`config.mk`:
```
export PLATFORM = sky130hd
export DESIGN_NAME = spi_burst_master
export DESIGN_NICKNAME = d
export VERILOG_FILES = /design/src/rtl/spi_burst_master.sv
export SDC_FILE = /design/constraint.sdc
export NUM_CORES = 1
export LEC_CHECK = 0
export BUFFER_PORTS_ARGS = -buffer_cell sky130_fd_sc_hd__buf_2
export CORE_MARGIN = 1
export CORE_UTILIZATION = 58
export CTS_CLUSTER_DIAMETER = 200
export DETAILED_ROUTE_END_ITERATION = 10
export PLACE_DENSITY_LB_ADDON = 0.15
export SYNTH_ARGS = -nofsm -noshare
export SYNTH_HDL_FRONTEND = slang
export SYNTH_SLANG_ARGS = --single-unit
```
`constraint.sdc`:
```
create_clock -name clk -period 7.64 [get_ports clk]
set_clock_uncertainty 0.1 [all_clocks]
set_input_delay 1.146 -clock clk [delete_from_list [all_inputs] [get_ports clk]]
set_output_delay 1.146 -clock clk [all_outputs]
set_load 0.01 [all_outputs]
```
`src/rtl/spi_burst_master.sv`:
```
`timescale 1ns/1ps
module spi_burst_master #(
  parameter int DEPTH = 64,
  parameter int CNT_W = 8,
  parameter int GAP_W = 8,
  parameter int SRST_CYCLES = 4,
  parameter logic [7:0] DUMMY = 8'h00
) (
  input  logic        clk,
  input  logic        rst_n,
  input  logic        reg_wr,
  input  logic        reg_rd,
  input  logic [4:0]  reg_addr,
  input  logic [31:0] reg_wdata,
  output logic [31:0] reg_rdata,
  output logic        spi_sck,
  output logic        spi_cs_n,
  output logic        spi_mosi,
  input  logic        spi_miso
);
  localparam int PW = $clog2(DEPTH);
  localparam int LW = PW + 1;
  localparam int SW = $clog2(SRST_CYCLES + 1);
  localparam logic [4:0] A_CTRL = 5'h00, A_BURST = 5'h04, A_TXN = 5'h08,
                         A_STAT = 5'h0C, A_TXD = 5'h10, A_RXD = 5'h14, A_GAP = 5'h18;

  logic en, mst, xch, busy;
  logic [CNT_W-1:0] burst_r, txn_r, idx, idx_nx, ld_idx;
  logic [GAP_W-1:0] gap_r, gap_cnt;
  logic [SW-1:0] srst_cnt;
  logic [1:0] ph;
  logic [2:0] bitn;
  logic [7:0] tsh, rsh;

  logic [7:0] tx_mem [DEPTH];
  logic [7:0] rx_mem [DEPTH];
  logic [PW-1:0] tx_wp, tx_rp, rx_wp, rx_rp;
  logic [LW-1:0] tx_cnt, rx_cnt;

  logic srst, srst_go, kill, wr_ctrl, start, byte_end, last, load, tx_take;
  logic tx_push, tx_pop, rx_push, rx_pop, tx_flush, rx_flush;
  logic unused_wdata;

  assign srst     = srst_cnt != '0;
  assign wr_ctrl  = reg_wr && reg_addr == A_CTRL && !srst;
  assign srst_go  = wr_ctrl && reg_wdata[31];
  assign kill     = srst_go || srst;
  assign tx_flush = kill || (wr_ctrl && reg_wdata[8]);
  assign rx_flush = kill || (wr_ctrl && reg_wdata[9]);

  assign start    = xch && !busy && gap_cnt == '0 && en && mst && !srst;
  assign byte_end = busy && ph == 2'd3 && bitn == 3'd7;
  assign idx_nx   = idx + CNT_W'(1);
  assign last     = byte_end && idx_nx == burst_r;
  assign load     = (start && burst_r != '0) || (byte_end && !last);
  assign ld_idx   = start ? '0 : idx_nx;
  assign tx_take  = load && ld_idx < txn_r && tx_cnt != '0;

  assign tx_push  = reg_wr && reg_addr == A_TXD && !srst && tx_cnt != LW'(DEPTH);
  assign tx_pop   = tx_take;
  assign rx_push  = byte_end && rx_cnt != LW'(DEPTH);
  assign rx_pop   = reg_rd && reg_addr == A_RXD && rx_cnt != '0;

  assign spi_sck  = busy & ph[1];
  assign spi_mosi = busy & tsh[7];
  assign unused_wdata = ^reg_wdata;

  always_ff @(posedge clk or negedge rst_n) begin
    if (!rst_n) begin
      en <= 1'b0; mst <= 1'b0; xch <= 1'b0; busy <= 1'b0; spi_cs_n <= 1'b1;
      burst_r <= '0; txn_r <= '0; gap_r <= '0; gap_cnt <= '0; srst_cnt <= '0;
      idx <= '0; ph <= '0; bitn <= '0; tsh <= '0; rsh <= '0;
    end else begin
      if (srst) srst_cnt <= srst_cnt - SW'(1);
      if (gap_cnt != '0) gap_cnt <= gap_cnt - GAP_W'(1);
      if (reg_wr && !srst) begin
        case (reg_addr)
          A_BURST: burst_r <= reg_wdata[CNT_W-1:0];
          A_TXN:   txn_r   <= reg_wdata[CNT_W-1:0];
          A_GAP:   gap_r   <= reg_wdata[GAP_W-1:0];
          default: ;
        endcase
      end
      if (busy) begin
        ph <= ph + 2'd1;
        if (ph == 2'd1) rsh <= {rsh[6:0], spi_miso};
        if (ph == 2'd3 && bitn != 3'd7) begin
          tsh  <= {tsh[6:0], 1'b0};
          bitn <= bitn + 3'd1;
        end
      end
      if (last) begin
        busy <= 1'b0; spi_cs_n <= 1'b1; xch <= 1'b0; gap_cnt <= gap_r;
      end
      if (start && burst_r == '0) xch <= 1'b0;
      if (load) begin
        tsh  <= tx_take ? tx_mem[tx_rp] : DUMMY;
        bitn <= '0; idx <= ld_idx; busy <= 1'b1; spi_cs_n <= 1'b0;
      end
      if (wr_ctrl) begin
        en  <= reg_wdata[0];
        mst <= reg_wdata[1];
        if (reg_wdata[10]) xch <= 1'b1;
      end
      if (srst_go) begin
        srst_cnt <= SW'(SRST_CYCLES);
        busy <= 1'b0; spi_cs_n <= 1'b1; xch <= 1'b0; ph <= '0; gap_cnt <= gap_r;
      end
    end
  end

  always_ff @(posedge clk) begin
    if (tx_push) tx_mem[tx_wp] <= reg_wdata[7:0];
    if (rx_push) rx_mem[rx_wp] <= rsh;
  end

  always_ff @(posedge clk or negedge rst_n) begin
    if (!rst_n) begin
      tx_wp <= '0; tx_rp <= '0; tx_cnt <= '0;
    end else if (tx_flush) begin
      tx_wp <= '0; tx_rp <= '0; tx_cnt <= '0;
    end else begin
      if (tx_push) tx_wp <= tx_wp + PW'(1);
      if (tx_pop)  tx_rp <= tx_rp + PW'(1);
      tx_cnt <= tx_cnt + LW'(tx_push) - LW'(tx_pop);
    end
  end

  always_ff @(posedge clk or negedge rst_n) begin
    if (!rst_n) begin
      rx_wp <= '0; rx_rp <= '0; rx_cnt <= '0;
    end else if (rx_flush) begin
      rx_wp <= '0; rx_rp <= '0; rx_cnt <= '0;
    end else begin
      if (rx_push) rx_wp <= rx_wp + PW'(1);
      if (rx_pop)  rx_rp <= rx_rp + PW'(1);
      rx_cnt <= rx_cnt + LW'(rx_push) - LW'(rx_pop);
    end
  end

  always_comb begin
    reg_rdata = '0;
    case (reg_addr)
      A_CTRL:  reg_rdata = {srst, 20'b0, xch, 8'b0, mst, en};
      A_BURST: reg_rdata = 32'(burst_r);
      A_TXN:   reg_rdata = 32'(txn_r);
      A_STAT:  reg_rdata = 32'(rx_cnt);
      A_RXD:   reg_rdata = (rx_cnt != '0) ? 32'(rx_mem[rx_rp]) : '0;
      A_GAP:   reg_rdata = 32'(gap_r);
      default: reg_rdata = '0;
    endcase
  end
endmodule

```
==> results of run 1 <==
[where the power goes]
group | leakage, nW | internal [mW] | total (mW) | switching (mW)
Sequential | 10.6 | 7.30 | 7.69 | 0.391
Clock | 1.77 | 3.08 | 5.37 | 2.29
Combinational | 3.60 | 0.231 | 0.702 | 0.471
Total | 15.9 | 10.6 | 13.8 | 3.15
[final timing paths]
path / end / slack [ns] / depth (start not counted)
min in group clk: tsh[0]$_DFFE_PN0P_ / 0.40 / 1
max in group asynchronous: tx_rp[0]$_DFFE_PN0P_ / 5.60 / 2
max reg2reg: tx_cnt[6]$_DFF_PN0_ / 1.58 / 23
max: tx_cnt[6]$_DFF_PN0_ / 1.58 / 23
min reg2reg: tsh[0]$_DFFE_PN0P_ / 0.40 / 1
min: rx_rp[5]$_DFFE_PN0P_ / 0.37 / 1
[layout make-up]
cell class | count | area (sq um) | share of cell area (%)
multi-input combinational | 1134 | 11670 | 23.03
sequential | 1131 | 33460 | 66.03
timing repair buffer | 65 | 455.4 | 0.8989
clock buffer | 134 | 2947 | 5.816
tap | 1040 | 1301 | 2.568
clock inverter | 74 | 671.9 | 1.326
inverter | 45 | 168.9 | 0.3334
[sequential cells by signal, summed over array words and instances, names as in the netlist, 8 cells and up]
register,count
rx_mem,512
tx_mem,512
burst_r,8
gap_cnt,8
gap_r,8
idx,8
rsh,8
tsh,8
txn_r,8
[synthesized netlist by cell type, drive strengths merged (33+ instances only)]
library cell  number  area [sq um]
edfxtp          1024         30750
mux4             250          5630
nor2             210         790.8
mux2i            112          1121
dfrtp            106          2653
buf               93         536.8
nand2             63         239.0
clkbuf            55         210.2
o21ai             53         265.3
inv               45         168.9
ha                38         475.5
mux2              34         382.9
nand3             33         177.7
[critical path, stage by stage, from the launching register on]
cell	delay, ns
sky130_fd_sc_hd__dfrtp_1	0.41
sky130_fd_sc_hd__inv_1	0.09
sky130_fd_sc_hd__ha_1	0.17
sky130_fd_sc_hd__nor3b_1	0.40
sky130_fd_sc_hd__and4_1	0.45
sky130_fd_sc_hd__nor2_1	0.10
sky130_fd_sc_hd__ha_1	0.30
sky130_fd_sc_hd__a21o_1	0.18
sky130_fd_sc_hd__a21o_1	0.17
sky130_fd_sc_hd__a2111oi_0	0.77
sky130_fd_sc_hd__nand2_1	0.27
sky130_fd_sc_hd__a21oi_1	0.66
sky130_fd_sc_hd__ha_1	0.36
sky130_fd_sc_hd__inv_1	0.06
sky130_fd_sc_hd__ha_1	0.16
sky130_fd_sc_hd__inv_1	0.06
sky130_fd_sc_hd__fa_1	0.43
sky130_fd_sc_hd__inv_1	0.08
sky130_fd_sc_hd__a21oi_1	0.07
sky130_fd_sc_hd__nor2_1	0.14
sky130_fd_sc_hd__o21ai_0	0.11
sky130_fd_sc_hd__a21oi_1	0.18
sky130_fd_sc_hd__o21ai_0	0.10
sky130_fd_sc_hd__a21oi_1	0.14
[cells by family after synthesis]
group / count (synthesis) / share of synthesized area, %
DFF: 1131 / 72.78
and+or+nand+nor: 413 / 4.261
muxes: 396 / 15.53
AOI/OAI and AO/OA: 214 / 3.304
buffers and inverters: 193 / 1.994
xor gates and xnor gates: 49 / 0.9970
adders and majority gates: 40 / 1.122
other: 1 / 0.008165
[layer usage]
metal	vias up	track usage, %
li1	9851	-
met1	11960	33.96
met2	732	42.50
met3	163	3.103
met4	0	7.324
met5	-	0
[per-stage QoR]
step / total power [mW] / std cells
floorplan: 8.077 / 2458
global placement: 8.442 / 3415
detailed placement: 8.524 / 3415
CTS: 13.84 / 3623
global route: 14.18 / 3623
finish: 13.77 / 3623
==> impl_summary.log, run 1 <==
INFO  metric row_count = 102
INFO  metric startpoint_type_of_the_worst_setup_path = register
INFO  metric yosysWarnings = 0
INFO  metric post_drt_wl_per_cell = 27.14 microns
INFO  metric clk_path_buf_depth = 3
INFO  metric maximum_capacitance_violations = 0
INFO  metric holdWs = approximately 0.37 ns
INFO  metric fin_nets = approximately 2600
INFO  metric holdBufCountCts = 0
INFO  metric clk_pin_slew_worst_paths = 0.07 ns
INFO  metric final_max_slew_viol_count = 0
INFO  metric die_y = roughly 280 microns
INFO  metric flow.area_growth_from_synthesis = 10.31%
INFO  metric wl = slightly below 100000 microns
INFO  metric buffer_ports.inserted = 34
INFO  metric end_kind = register
INFO  metric grt_max_degree = 93
INFO  metric postLayoutCellArea = 50670 sq um
INFO  metric grt_pass1_vias = ~23000
INFO  metric crit_required = 8.12 ns
INFO  metric gp_routability_congestion = about 0.9
INFO  metric die_x = ~280 microns
INFO  metric cts.repair.resized = 0
INFO  metric final_util = 65.08%
INFO  metric fillCellCount = 5155
INFO  metric clock_sinks = ~1100
INFO  metric cts_setup_buffers = 0
INFO  metric clock_insertion_delay_worst_skew = around 0.68 ns
INFO  metric routed_via_density = 6.267
INFO  metric drive_above_1_share = between 20% and 30%
INFO  metric setup_repair_after_global_routing_missed_its_margin = false
INFO  metric drt_first_pass_iters = 8
INFO  metric count_of_state_elements_after_synthesis = ~1100
INFO  metric route.met3.wl = between 5000 and 6000 microns
INFO  metric global_route_total_usage_across_every_layer = between 20% and 30%
INFO  metric placed_cell_area = ~47000 sq um
INFO  metric max_slew_margin = under 10%
INFO  metric p_leak = 15.94 nW
INFO  metric cts.htree.levels = 3
INFO  metric syn-cell-area = 45930 sq um
INFO  metric met1_length = between 30000 and 40000 microns
INFO  metric r2r-start = gap_cnt[0]$_DFFE_PN0P_
INFO  metric remaining_drc_errors = 0
INFO  metric synthCells = about 2400
INFO  metric min-delay-path-class = in -> async
INFO  metric actual_transition_at_the_worst_max_transition_pin = around 1.4 ns
INFO  metric worst_ep_arrival = between 6 and 7 ns
INFO  metric placement.setup.worst_slack = around 1.8 ns
INFO  metric n_antenna_cell = 0
INFO  metric final.setup.worst_slack = between 1.5 and 2 ns
INFO  metric grt_pass1_wl = 149200 microns
INFO  metric worstSetupPathType = reg -> reg
INFO  metric status = complete, no violations
INFO  metric detailroute.via_count = 22710
INFO  metric ys_seq_area_share = 72.78%
INFO  metric numCtsBuffers = approximately 110
INFO  metric tritoncts = done
INFO  metric met2RoutedLength = just over 50000 microns
INFO  metric start_util = roughly 59%
INFO  metric top_layer_in_use = met4
INFO  metric critical_path_peak_fanout = 9
INFO  metric ir_drop_worst_vdd = around 220 uV
INFO  metric critical_path.startpoint = gap_cnt[0]$_DFFE_PN0P_
INFO  metric achievable-frequency = about 170 MHz
INFO  metric finalSetupViolCount = 0
INFO  metric clockRootBuffer = sky130_fd_sc_hd__clkbuf_16
INFO  metric coreArea = ~78000 sq um
INFO  metric post_synth.cell_area_avg = between 15 and 20 sq um
INFO  metric ant_nets = 0
INFO  metric design.die.area = about 80000 sq um
INFO  metric power.density = 271.8 nW/um^2
INFO  metric final-hold-violation-count = 0
INFO  metric yosys.cell_types.count = slightly below 80
INFO  metric grt_remaining_overflow = 0
INFO  metric detailedPlacementHpwl = ~60000 microns
INFO  metric async_reset_ff_share = a little under a tenth
INFO  metric synth-main-ff-cell = sky130_fd_sc_hd__edfxtp_1
INFO  metric fin_crit_sh = around four fifths
INFO  metric tns = 0 ns
INFO  metric layout_min_cycle_time = about 6.1 ns
INFO  metric antenna_found_initial = 0
INFO  metric floorplan.io_pins = 77
INFO  metric drt_iter0_drc = 2100
INFO  metric most-common-layout-cells = sky130_fd_sc_hd__edfxtp_1, sky130_fd_sc_hd__mux4_2, sky130_fd_sc_hd__nor2_1
INFO  metric synth_edf_count = slightly above 1000
INFO  metric mostFrequentLayoutCell = sky130_fd_sc_hd__edfxtp_1
(Power assumes the default switching activity.)
==> run 2: changes to the inputs <==
--- a/config.mk
+++ b/config.mk
@@ -5,6 +5,7 @@
 export SDC_FILE = /design/constraint.sdc
 export NUM_CORES = 1
 export LEC_CHECK = 0
+export ABC_AREA = 1
 export BUFFER_PORTS_ARGS = -buffer_cell sky130_fd_sc_hd__buf_2
 export CORE_MARGIN = 1
 export CORE_UTILIZATION = 58
==> constraint.sdc (replaced) <==
create_clock -name clk -period 5.8 [get_ports clk]
set_clock_uncertainty 0.1 [all_clocks]
set_input_delay 0.87 -clock clk [delete_from_list [all_inputs] [get_ports clk]]
set_output_delay 0.87 -clock clk [all_outputs]
set_load 0.01 [all_outputs]
==> impl_summary.log, run 2 <==
INFO  metric status = complete, no violations
INFO  metric crit_path_top_delay_cell = sky130_fd_sc_hd__fa_1
INFO  metric remaining_drc_errors = 0 (unchanged)
INFO  metric detailedPlacementHpwl = 64560 microns (+7.5%)
INFO  metric ant_nets = 0 (unchanged)
INFO  metric row_count = 104 (+2.0%)
INFO  metric count_of_state_elements_after_synthesis = 1131 (unchanged)
INFO  metric post_drt_wl_per_cell = 21.68 microns (-20%)
INFO  metric pwr-share-seq = 54.7% (-1.2 points)
INFO  metric fin_nets = 4108 (+60%)
INFO  metric max_slew_margin = 15.51% (+10 points)
INFO  metric detailroute.via_count = 30850 (+36%)
INFO  metric numCtsBuffers = 111 (unchanged)
INFO  metric async_reset_ff_share = 9.461% (unchanged)
INFO  metric layout_top_registers = rx_mem: 512 flops, tx_mem: 512 flops
INFO  metric flow.area_growth_from_synthesis = 9.265%
INFO  metric wl = 112300 microns (+14%)
INFO  metric coreArea = 80550 sq um (+3.5%)
INFO  metric layout_min_cycle_time = 4.798 ns (-1.260 ns)
INFO  metric achievable-frequency = 208.4 MHz (+26%)
INFO  metric grt_max_degree = 169 (+82%)
INFO  metric internal_power = 13.77 mW (+30%)
INFO  metric clock_sinks = 1131 (unchanged)
INFO  metric multi_input_comb_area = 12150 sq um (+4.1%)
INFO  metric cts.repair.resized = 0 (unchanged)
INFO  metric synth_commonest_cells = sky130_fd_sc_hd__edfxtp_1, sky130_fd_sc_hd__nand2_1, sky130_fd_sc_hd__nand3_1, sky130_fd_sc_hd__nor2_1, sky130_fd_sc_hd__o21ai_0
INFO  metric final-hold-violation-count = 0 (unchanged)
INFO  metric crit_path_frequent_cell = sky130_fd_sc_hd__inv_1
INFO  metric grt_pass1_vias = 29190 (+26%)
INFO  metric mostFrequentLayoutCell = sky130_fd_sc_hd__edfxtp_1
INFO  metric cp_num_buf_inv = 8 (+4)
INFO  metric ys_seq_area_share = 70.80% (-2.0 points)
INFO  metric grt_pass1_wl = 172000 microns (+15%)
INFO  metric final_max_slew_viol_count = 0 (unchanged)
INFO  metric tritoncts = done
INFO  metric cts_setup_buffers = 0 (unchanged)
INFO  metric clk_path_buf_depth = 3 (unchanged)
INFO  metric drive_above_1_share = 6.938% (-15 points)
INFO  metric syn-cell-area = 47210 sq um (+2.8%)
INFO  metric start_util = 58.62% (-0.38 points)
INFO  metric clock_insertion_delay_worst_skew = 0.70 ns (+0.02 ns)
INFO  metric synth-main-ff-cell = sky130_fd_sc_hd__edfxtp_1
INFO  metric power.density = 350.8 nW/um^2 (+29%)
INFO  metric switching_share = 23.92% (+1.0 points)
INFO  metric setup_repair_after_global_routing_missed_its_margin = false
INFO  metric buffer_ports.inserted = 34 (unchanged)
INFO  metric die_y = 287.3 microns (+1.4%)
INFO  metric critical-path-top-delay-family = adder cells
INFO  metric combinationalPowerShare = 7.1% (+2.0 points)
INFO  metric startpoint_type_of_the_worst_setup_path = register
INFO  metric netlist.top_cell.by_area = sky130_fd_sc_hd__edfxtp_1
INFO  metric drt_first_pass_iters = 6 (-2)
INFO  metric finalSetupViolCount = 0 (unchanged)
INFO  metric post_synth.cell_area_avg = 11.62 sq um (-38%)
INFO  metric ir_drop_worst_vdd = 304.1 uV (+37%)
INFO  metric global_route_total_usage_across_every_layer = 27.34% (+2.5 points)
INFO  metric gr-usage-met1 = 39.34% (+5.4 points)
INFO  metric yosys.cell_types.count = 49 (-38%)
INFO  metric clockRootBuffer = sky130_fd_sc_hd__clkbuf_16
INFO  metric worstSetupPathType = reg -> reg
INFO  metric global_route.usage.met2 = 42.99% (+0.49 points)
INFO  metric fillCellCount = 6004 (+16%)
INFO  metric fin_crit_sh = 82.72% (+3.4 points)
INFO  metric tns = 0 ns (unchanged)
INFO  metric yosysTopAreaCellShare = 65.13% (-1.8 points)
INFO  metric end_kind = register
INFO  metric grt_remaining_overflow = 0 (unchanged)
INFO  metric p_leak = 18.14 nW (+14%)
INFO  metric min-delay-path-class = in -> async
INFO  metric n_antenna_cell = 0 (unchanged)
INFO  metric seq_area = 33460 sq um (unchanged)
INFO  metric design.die.area = 82550 sq um (+2.8%)
INFO  metric die_x = 287.3 microns (+1.4%)
INFO  metric clock_share_of_power = 38.2% (-0.8 points)
INFO  metric synth_edf_count = 1024 (unchanged)
INFO  metric worst_ep_arrival = 5.29 ns (-1.24 ns)
INFO  metric most_frequently_used_cell_type_in_the_post_synthesis_netlist = sky130_fd_sc_hd__edfxtp_1
INFO  metric synth_area_leaders = sky130_fd_sc_hd__edfxtp_1, sky130_fd_sc_hd__nand3_1, sky130_fd_sc_hd__nand2_1, sky130_fd_sc_hd__dfrtp_1, sky130_fd_sc_hd__nor2_1
INFO  metric global_route.usage.met3 = 3.127% (+0.024 points)
INFO  metric holdBufCountCts = 0 (unchanged)
INFO  metric synthCells = 4063 (+67%)
INFO  metric power_switching = 4.329 mW (+37%)
INFO  metric actual_transition_at_the_worst_max_transition_pin = 1.267 ns (-0.1526 ns)
INFO  metric floorplan.io_pins = 77 (unchanged)
INFO  metric max_stage_delay = 0.43 ns (-0.34 ns)
INFO  metric most-common-layout-cells = sky130_fd_sc_hd__edfxtp_1, sky130_fd_sc_hd__nand2_1, sky130_fd_sc_hd__nand3_1
INFO  metric gp_routability_congestion = 0.8530 (-6.1%)
INFO  metric crit_required = 6.29 ns (-1.83 ns)
INFO  metric cts.htree.levels = 3 (unchanged)
INFO  metric drt_iter0_drc = 3023 (+44%)
INFO  metric critical_path_peak_fanout = 9 (unchanged)
INFO  metric antenna_found_initial = 0 (unchanged)
INFO  metric routed_via_density = 5.954 (-5.0%)
INFO  metric final.setup.worst_slack = 1.002 ns (-0.5797 ns)
INFO  metric highest_utilization_routing_layer_at_the_global_route_stage = met2
INFO  metric maximum_capacitance_violations = 0 (unchanged)
INFO  metric yosysWarnings = 0 (unchanged)
INFO  metric clk_pin_slew_worst_paths = 0.07 ns (about the same)
INFO  metric placement.setup.worst_slack = 1.062 ns (-0.6962 ns)
-- run 2: cell count changes after synthesis, sizes merged, moves of 42 or more --
cell and change:
o21ai +264, mux2i -112, clkbuf +42, mux4 -250, o22ai +79, nand3 +563, nor2 +271, inv +94
buf +61, nand2 +733
-- run 2: path summary, 6_finish.rpt --
check,startpoint,endpoint,slack [ns],cells after the start
worst max register to register,srst_cnt[0]$_DFFE_PN0P_,tx_cnt[6]$_DFF_PN0_,1.00,28
min in group clk,spi_miso,rsh[0]$_DFFE_PN0P_,0.30,2
max in group asynchronous,rst_n,tx_rp[1]$_DFFE_PN0P_,4.21,2
worst min-delay path,rst_n,rsh[0]$_DFFE_PN0P_,0.20,1
worst min register to register,gap_r[7]$_DFFE_PN0P_,gap_r[7]$_DFFE_PN0P_,0.39,2
worst max-delay path,srst_cnt[0]$_DFFE_PN0P_,tx_cnt[6]$_DFF_PN0_,1.00,28
-- run 2: metal layers --
layer	up-vias	wire, microns
met2	1238	52910
li1	14410	-
met3	223	7741
met5	-	0
met1	14990	47520
met4	0	4163
-- run 2: logic make-up (layout without fill, tap and decap cells) --
group	count (synthesis)	in the layout	synth area share, %
compound gates	541	541	6.546
xor+xnor	17	17	0.3154
fa+ha+maj	40	40	1.092
buf+inv	393	431	3.652
flops	1131	1131	70.80
mux	4	4	0.09540
other cells	1	22	0.007943
simple gates	1936	1936	17.49
-- run 2: cell type report --
cell class                 instances  share of cell area (%)
multi-input combinational       2560                   23.55
clock inverter                    68                   1.188
inverter                         142                   1.070
clock buffer                     141                   5.622
tap                             1060                   2.571
timing repair buffer              80                   1.150
sequential                      1131                   64.85
-- run 2: stage by stage --
step / instance area (sq um) / utilization [%] / std cells / total power, mW / hold WS (ns)
2_1_floorplan: 47290 / - / 4084 / 10.72 / 0.3530
6_report: 51590 / 64.05 / 5182 / 18.10 / 0.2038
3_5_place_dp: 48070 / 59.68 / 4973 / 11.35 / 0.3734
5_1_grt: 51590 / 64.05 / 5182 / 18.65 / 0.2698
3_3_place_gp: 48070 / 59.68 / 4973 / 11.31 / 0.3667
4_1_cts: 51590 / 64.05 / 5182 / 18.16 / 0.2031
-- run 2: power by group through the flow --
| stage | registers, mW | logic [mW] | clock network [mW] |
|---|---|---|---|
| floorplan | 10.1 | 0.599 | 0 |
| global placement | 10.0 | 1.26 | 0 |
| detailed placement | 10.1 | 1.29 | 0 |
| CTS | 9.89 | 1.30 | 6.98 |
| global route | 9.92 | 1.44 | 7.29 |
| finish | 9.89 | 1.29 | 6.92 |
